### config.mk
export PLATFORM = sky130hd
export DESIGN_NAME = rtc_epoch_core
export DESIGN_NICKNAME = d
export VERILOG_FILES = /design/src/rtl/rtc_epoch_pkg.sv /design/src/rtl/rtc_epoch_ctrl.sv /design/src/rtl/rtc_epoch_dp.sv /design/src/rtl/rtc_epoch_core.sv
export SDC_FILE = /design/constraint.sdc
export NUM_CORES = 1
export LEC_CHECK = 0
export BUFFER_PORTS_ARGS = -buffer_cell sky130_fd_sc_hd__buf_2
export CORE_AREA = 2 2 183 185
export DETAILED_ROUTE_END_ITERATION = 12
export DIE_AREA = 0 0 185 187
export GPL_ROUTABILITY_DRIVEN = 0
export SLEW_MARGIN = 20
export SYNTH_ARGS = -nofsm -noshare
export SYNTH_HDL_FRONTEND = slang
export SYNTH_SLANG_ARGS = --single-unit
### constraint.sdc
create_clock -name clk -period 2.6 [get_ports clk]
set_input_delay 0.26 -clock clk [delete_from_list [all_inputs] [get_ports clk]]
set_output_delay 0.26 -clock clk [all_outputs]
set_load 0.1 [all_outputs]
### src/rtl/rtc_epoch_pkg.sv
package rtc_epoch_pkg;
  localparam int NUM_FLAGS   = 2;
  localparam int CTRL_BITS   = 9;
  localparam int BIT_BASE_WR = 1;
  localparam int BIT_BASE_RD = 2;
  localparam int BIT_CNT_CLR = 3;
  localparam int BIT_FLAG_WR = 5;   // flag i load at BIT_FLAG_WR + i
  localparam int BIT_FLAG_RD = 7;   // flag i read at BIT_FLAG_RD + i

  typedef struct packed {
    logic                 ldBase;
    logic                 rdBase;
    logic                 clrCnt;
    logic [NUM_FLAGS-1:0] ldFlag;
    logic [NUM_FLAGS-1:0] rdFlag;
    logic                 takeSnap;
  } rtcStrobes_t;
endpackage

### src/rtl/rtc_epoch_ctrl.sv
module rtc_epoch_ctrl
  import rtc_epoch_pkg::*;
(
  input  logic                 clk,
  input  logic                 rstN,
  input  logic                 isoEn,
  input  logic [CTRL_BITS-1:0] ctrlWord,
  input  logic                 cntRdCmd,
  input  logic                 snapTrig,
  output rtcStrobes_t          stb
);
  logic isoPrev;
  logic commit;
  logic armed;

  // A command window opens only on the low-to-high step of isoEn.
  assign commit = isoEn & ~isoPrev;

  always_ff @(posedge clk) begin
    if (!rstN) isoPrev <= 1'b0;
    else       isoPrev <= isoEn;
  end

  // Snapshot arming: a new arm in a commit cycle outranks disarming.
  always_ff @(posedge clk) begin
    if (!rstN)                    armed <= 1'b0;
    else if (commit && cntRdCmd)  armed <= 1'b1;
    else if (armed && snapTrig)   armed <= 1'b0;
  end

  assign stb.ldBase   = commit & ctrlWord[BIT_BASE_WR];
  assign stb.rdBase   = commit & ctrlWord[BIT_BASE_RD];
  assign stb.clrCnt   = commit & ctrlWord[BIT_CNT_CLR];
  assign stb.takeSnap = armed & snapTrig;

  for (genvar i = 0; i < NUM_FLAGS; i++) begin : g_flagDecode
    assign stb.ldFlag[i] = commit & ctrlWord[BIT_FLAG_WR + i];
    assign stb.rdFlag[i] = commit & ctrlWord[BIT_FLAG_RD + i];
  end
endmodule

### src/rtl/rtc_epoch_dp.sv
module rtc_epoch_dp
  import rtc_epoch_pkg::*;
#(
  parameter int WIDTH = 32
) (
  input  logic             clk,
  input  logic             rstN,
  input  rtcStrobes_t      stb,
  input  logic             tick,
  input  logic [WIDTH-1:0] wrData,
  output logic [WIDTH-1:0] rdData,
  output logic [WIDTH-1:0] snapData,
  output logic [WIDTH-1:0] timeNow
);
  logic [WIDTH-1:0] baseReg;
  logic [WIDTH-1:0] cntReg;
  logic [WIDTH-1:0] flagReg [NUM_FLAGS];
  logic [WIDTH-1:0] rdNext;

  always_ff @(posedge clk) begin
    if (!rstN)           baseReg <= '0;
    else if (stb.ldBase) baseReg <= wrData;
  end

  // Clear wins over a coincident tick; the counter wraps naturally.
  always_ff @(posedge clk) begin
    if (!rstN)           cntReg <= '0;
    else if (stb.clrCnt) cntReg <= '0;
    else if (tick)       cntReg <= cntReg + 1'b1;
  end

  for (genvar i = 0; i < NUM_FLAGS; i++) begin : g_flag
    always_ff @(posedge clk) begin
      if (!rstN)              flagReg[i] <= '0;
      else if (stb.ldFlag[i]) flagReg[i] <= wrData;
    end
  end

  // Read source priority: base, then lowest-numbered flag.
  always_comb begin
    rdNext = rdData;
    for (int i = NUM_FLAGS - 1; i >= 0; i--) begin
      if (stb.rdFlag[i]) rdNext = flagReg[i];
    end
    if (stb.rdBase) rdNext = baseReg;
  end

  always_ff @(posedge clk) begin
    if (!rstN) rdData <= '0;
    else       rdData <= rdNext;
  end

  // Whole-word capture of the pre-tick count.
  always_ff @(posedge clk) begin
    if (!rstN)             snapData <= '0;
    else if (stb.takeSnap) snapData <= cntReg;
  end

  assign timeNow = baseReg + cntReg;
endmodule

### src/rtl/rtc_epoch_core.sv
module rtc_epoch_core
  import rtc_epoch_pkg::*;
#(
  parameter int WIDTH = 32
) (
  input  logic                 clk,
  input  logic                 rstN,
  input  logic                 tick,
  input  logic                 isoEn,
  input  logic [CTRL_BITS-1:0] ctrlWord,
  input  logic                 cntRdCmd,
  input  logic                 snapTrig,
  input  logic [WIDTH/2-1:0]   wrDataLo,
  input  logic [WIDTH/2-1:0]   wrDataHi,
  output logic [WIDTH/2-1:0]   rdDataLo,
  output logic [WIDTH/2-1:0]   rdDataHi,
  output logic [WIDTH/2-1:0]   snapLo,
  output logic [WIDTH/2-1:0]   snapHi,
  output logic [WIDTH-1:0]     timeNow
);
  localparam int HALF = WIDTH / 2;

  rtcStrobes_t      stb;
  logic [WIDTH-1:0] rdWord;
  logic [WIDTH-1:0] snapWord;

  rtc_epoch_ctrl ctrl_i (
    .clk      (clk),
    .rstN     (rstN),
    .isoEn    (isoEn),
    .ctrlWord (ctrlWord),
    .cntRdCmd (cntRdCmd),
    .snapTrig (snapTrig),
    .stb      (stb)
  );

  rtc_epoch_dp #(.WIDTH(WIDTH)) dp_i (
    .clk      (clk),
    .rstN     (rstN),
    .stb      (stb),
    .tick     (tick),
    .wrData   ({wrDataHi, wrDataLo}),
    .rdData   (rdWord),
    .snapData (snapWord),
    .timeNow  (timeNow)
  );

  assign rdDataLo = rdWord[HALF-1:0];
  assign rdDataHi = rdWord[WIDTH-1:HALF];
  assign snapLo   = snapWord[HALF-1:0];
  assign snapHi   = snapWord[WIDTH-1:HALF];
endmodule

==> flow_metrics.py <==
metrics = {
    "outcome": {
        "run_status": "complete, but fails checks",
        "violations": "negative setup slack",
    },
    "clocking": {
        "clock-root-buffer": "clkbuf_16",
        "clk_path_buf_depth": 2,
        "clock_latency_ns": 0.46,
        "cts_tree": "yes",
        "numCtsBuffers": 17,
        "cts_hold_buf": 0,
        "path_clk_slew_ns": 0.08,
        "clock-sinks": 194,
        "h-tree-depth": 4,
    },
    "yosys": {
        "synth_top_area_share_pct": 27.1,
        "synth-edff-count": 64,
        "synthFlopType": "dfxtp_1",
        "avgSynthCellArea_um2": 9.28,
        "ys_seq_elements": 194,
        "netlist_instances": 1036,
        "synth_top_area_cell": "dfxtp_1",
        "synth_cell_types": 49,
        "ys_seq_area_share_pct": 47.0,
        "synth.area.top_cells": "dfxtp_1 (27%), edfxtp_1 (20%), nand2_1 (6.9%), a21boi_0 (5.3%), and2_1 (4.6%)",
        "mappedNetlistNets": 1116,
        "syn_area_mm2": 0.00962,
        "synthArstFlopShare_pct": 0,
        "ys.warnings.count": 0,
    },
    "timing": {
        "finClkSkew_ns": 0.0213,
        "clock.fmax_ghz": 0.303,
        "tightest_slew_ns": 0.834,
        "rsz0062_at_grt": "true",
        "min_period_over_period_pct": 127,
        "setup-violations-final": 25,
        "worst_slack_ns": -0.697,
        "layout_min_cycle_time_ns": 3.30,
        "setup_tns_ns": -11.07,
        "hold_ws_ns": 0.0260,
        "max_slew_margin_pct": 44.4,
        "finalMaxSlewViolations": 0,
        "hold_violations": 0,
    },
    "critical_path": {
        "crit_arrival_ns": 3.04,
        "crit_slowest_cell": "a2111oi_4",
        "crit_path_max_fanout": 3,
        "crit_required_ns": 2.34,
        "crit_chain": "ha_4 -> fa_2 -> a21o_1 -> a221oi_4 -> a21oi_2 -> a41o_1 -> a2111oi_4 -> nor2_2 -> xor2_4 -> buf_12",
        "critical_path_class": "register to primary output",
        "cp_num_buf_inv": 1,
        "cp_slowest_stage_delay_ns": 0.36,
        "start_kind": "register",
        "cp_top_family": "compound AO/OA/AOI/OAI gates",
        "endpoint_kind": "primary output",
    },
    "detailed_routing": {
        "met3_length_um": 1010,
        "wirelength_um": 28100,
        "post_drt_wl_per_cell_um": 16.0,
        "drc": 0,
        "drt_pass1_iterations": 5,
        "ant_nets": 0,
        "wl_met2_um": 13500,
        "wl_met1_um": 13000,
        "drt_iter0_drc": 506,
        "vias": 8141,
        "via_per_inst": 4.64,
        "highest_layer": "met5",
    },
    "worst_hold_path": {
        "worstHoldPathType": "primary input to register",
    },
    "power_and_ir_drop": {
        "powerDensity_mw_per_mm2": 518,
        "pwr-share-seq_pct": 46.3,
        "combPwrFrac_pct": 15.5,
        "irDropWorstVdd_uv": 295,
        "p_int_mw": 4.90,
        "power_leakage_nw": 5.89,
        "power.total_mw": 7.11,
        "power_switching_mw": 2.21,
        "netSwitchingFraction_pct": 31.1,
        "p_clk_share_pct": 38.1,
    },
    "die": {
        "die-width_um": 185,
        "die_area_mm2": 0.0346,
        "coreArea_mm2": 0.0329,
        "pin_count": 143,
        "rows": 67,
        "die_h_um": 187,
        "start_util_pct": 29.3,
    },
    "cells_and_area": {
        "final_cell_mix": "nand2_1 (174), buf_4 (148), dfxtp_1 (120)",
        "nets": 1375,
        "syn_to_final_growth_pct": 42.8,
        "fill_cells": 3224,
        "final_area_mm2": 0.0137,
        "final_cells": 1756,
        "post-route-util_pct": 41.8,
        "final_layout_size_suffix_gt1_share_pct": 31.5,
        "multi_input_area_mm2": 0.00571,
        "diodes": 0,
        "regArea_mm2": 0.00454,
        "final_common_cell": "nand2_1",
    },
    "grt": {
        "global_route.usage.total_pct": 16.6,
        "grt_pass1_wl_um": 44400,
        "grt_overflow_total": 0,
        "antenna_found_initial": 1,
        "grt_max_degree": 50,
        "grt_pass1_vias": 8204,
    },
    "placement": {
        "dpl_worst_slack_ns": -0.365,
        "place_area_mm2": 0.0128,
        "port-buffer-count": 140,
        "hpwl_um": 20600,
        "placedCellCount": 1723,
    },
    "run": {
        "max_cap_violations": 0,
    },
}
routing by layer:
metal	vias up	GRT usage, %
met2	156	27.7
met1	3827	21.4
met4	2	5.59
met3	39	3.39
li1	4117	-
met5	-	0
worst reg2reg max path, stage by stage, from the launching register on:
cell and delay, ns:
dfxtp_2 0.35, buf_4 0.13, and4_1 0.20, and2_1 0.22, nand4_1 0.33, nor3_2 0.44
nand4_1 0.17, xor2_1 0.16, nor2_1 0.05
what timing repair did:
| item | 4_1_cts | 5_1_grt |
|---|---|---|
| setup buffers | 4 | 2 |
| pin swaps | 28 | 4 |
| gates resized for setup | 52 | 8 |
| endpoints found under the setup margin | 27 | 28 |
synth_stat cells (3+ instances only):
| library cell | count |
|---|---|
| nand2_1 | 177 |
| dfxtp_1 | 130 |
| nor2_1 | 88 |
| and2_1 | 71 |
| a21boi_0 | 68 |
| edfxtp_1 | 64 |
| a21oi_1 | 55 |
| clkbuf_1 | 49 |
| nor2b_1 | 38 |
| a211oi_1 | 35 |
| xor2_1 | 34 |
| mux2i_1 | 33 |
| ha_1 | 32 |
| xnor2_1 | 25 |
| and3_1 | 14 |
| nand3_1 | 14 |
| o21ai_0 | 14 |
| a21o_1 | 13 |
| nand4_1 | 9 |
| a31oi_1 | 8 |
| nor3_1 | 8 |
| nand2b_1 | 5 |
| and4_1 | 4 |
| inv_1 | 4 |
| o21bai_1 | 4 |
| a311oi_1 | 3 |
| buf_1 | 3 |
| nor4_1 | 3 |
| or3_1 | 3 |
power groups by stage:
stage          clock, mW  combinational [mW]  sequential [mW]
4_1_cts             2.79                1.11             3.30
2_1_floorplan          0               0.547             3.56
3_5_place_dp           0                1.10             3.37
3_3_place_gp           0                1.09             3.36
5_1_grt             2.90                1.17             3.31
6_report            2.71                1.10             3.29
final cells by class:
type	instances	share of cell area, %
multi-input combinational	784	41.6
sequential	194	33.0
timing repair buffer	294	16.7
tap	448	4.08
clock buffer	17	3.10
clock inverter	15	1.35
inverter	4	0.109
path summary, 6_finish.rpt:
check | from | end | slack [ns] | cells past startpoint
setup / recovery | dp_i.cntReg[0] | timeNow[30] | -0.70 | 10
hold / removal | isoEn | ctrl_i.isoPrev | 0.03 | 2
setup reg to reg | dp_i.cntReg[3] | dp_i.cntReg[31] | 0.45 | 8
hold reg to reg | dp_i.snapData[0] | dp_i.snapData[0] | 0.46 | 2
sequential cells by signal (all words and copies together), names as in the netlist:
register        cells
dp_i.flagReg       64
dp_i.baseReg       32
dp_i.cntReg        32
dp_i.rdData        32
dp_i.snapData      32
ctrl_i.armed        1
ctrl_i.isoPrev      1
kinds of logic (layout without fill, tap and decap cells):
group                    count (synthesis)  after routing  share of synthesized area (%)
AND/OR/NAND/NOR                        436            436                           21.3
flip-flops                             194            194                           47.0
AO/OA/AOI/OAI                          223            223                           16.2
adder cells (fa/ha/maj)                 33             33                           4.37
multiplexers                            33             33                           3.43
XOR/XNOR                                59             59                           5.37
buffers and inverters                   58            330                           2.29
No activity file was read; power rests on OpenSTA's default activity.
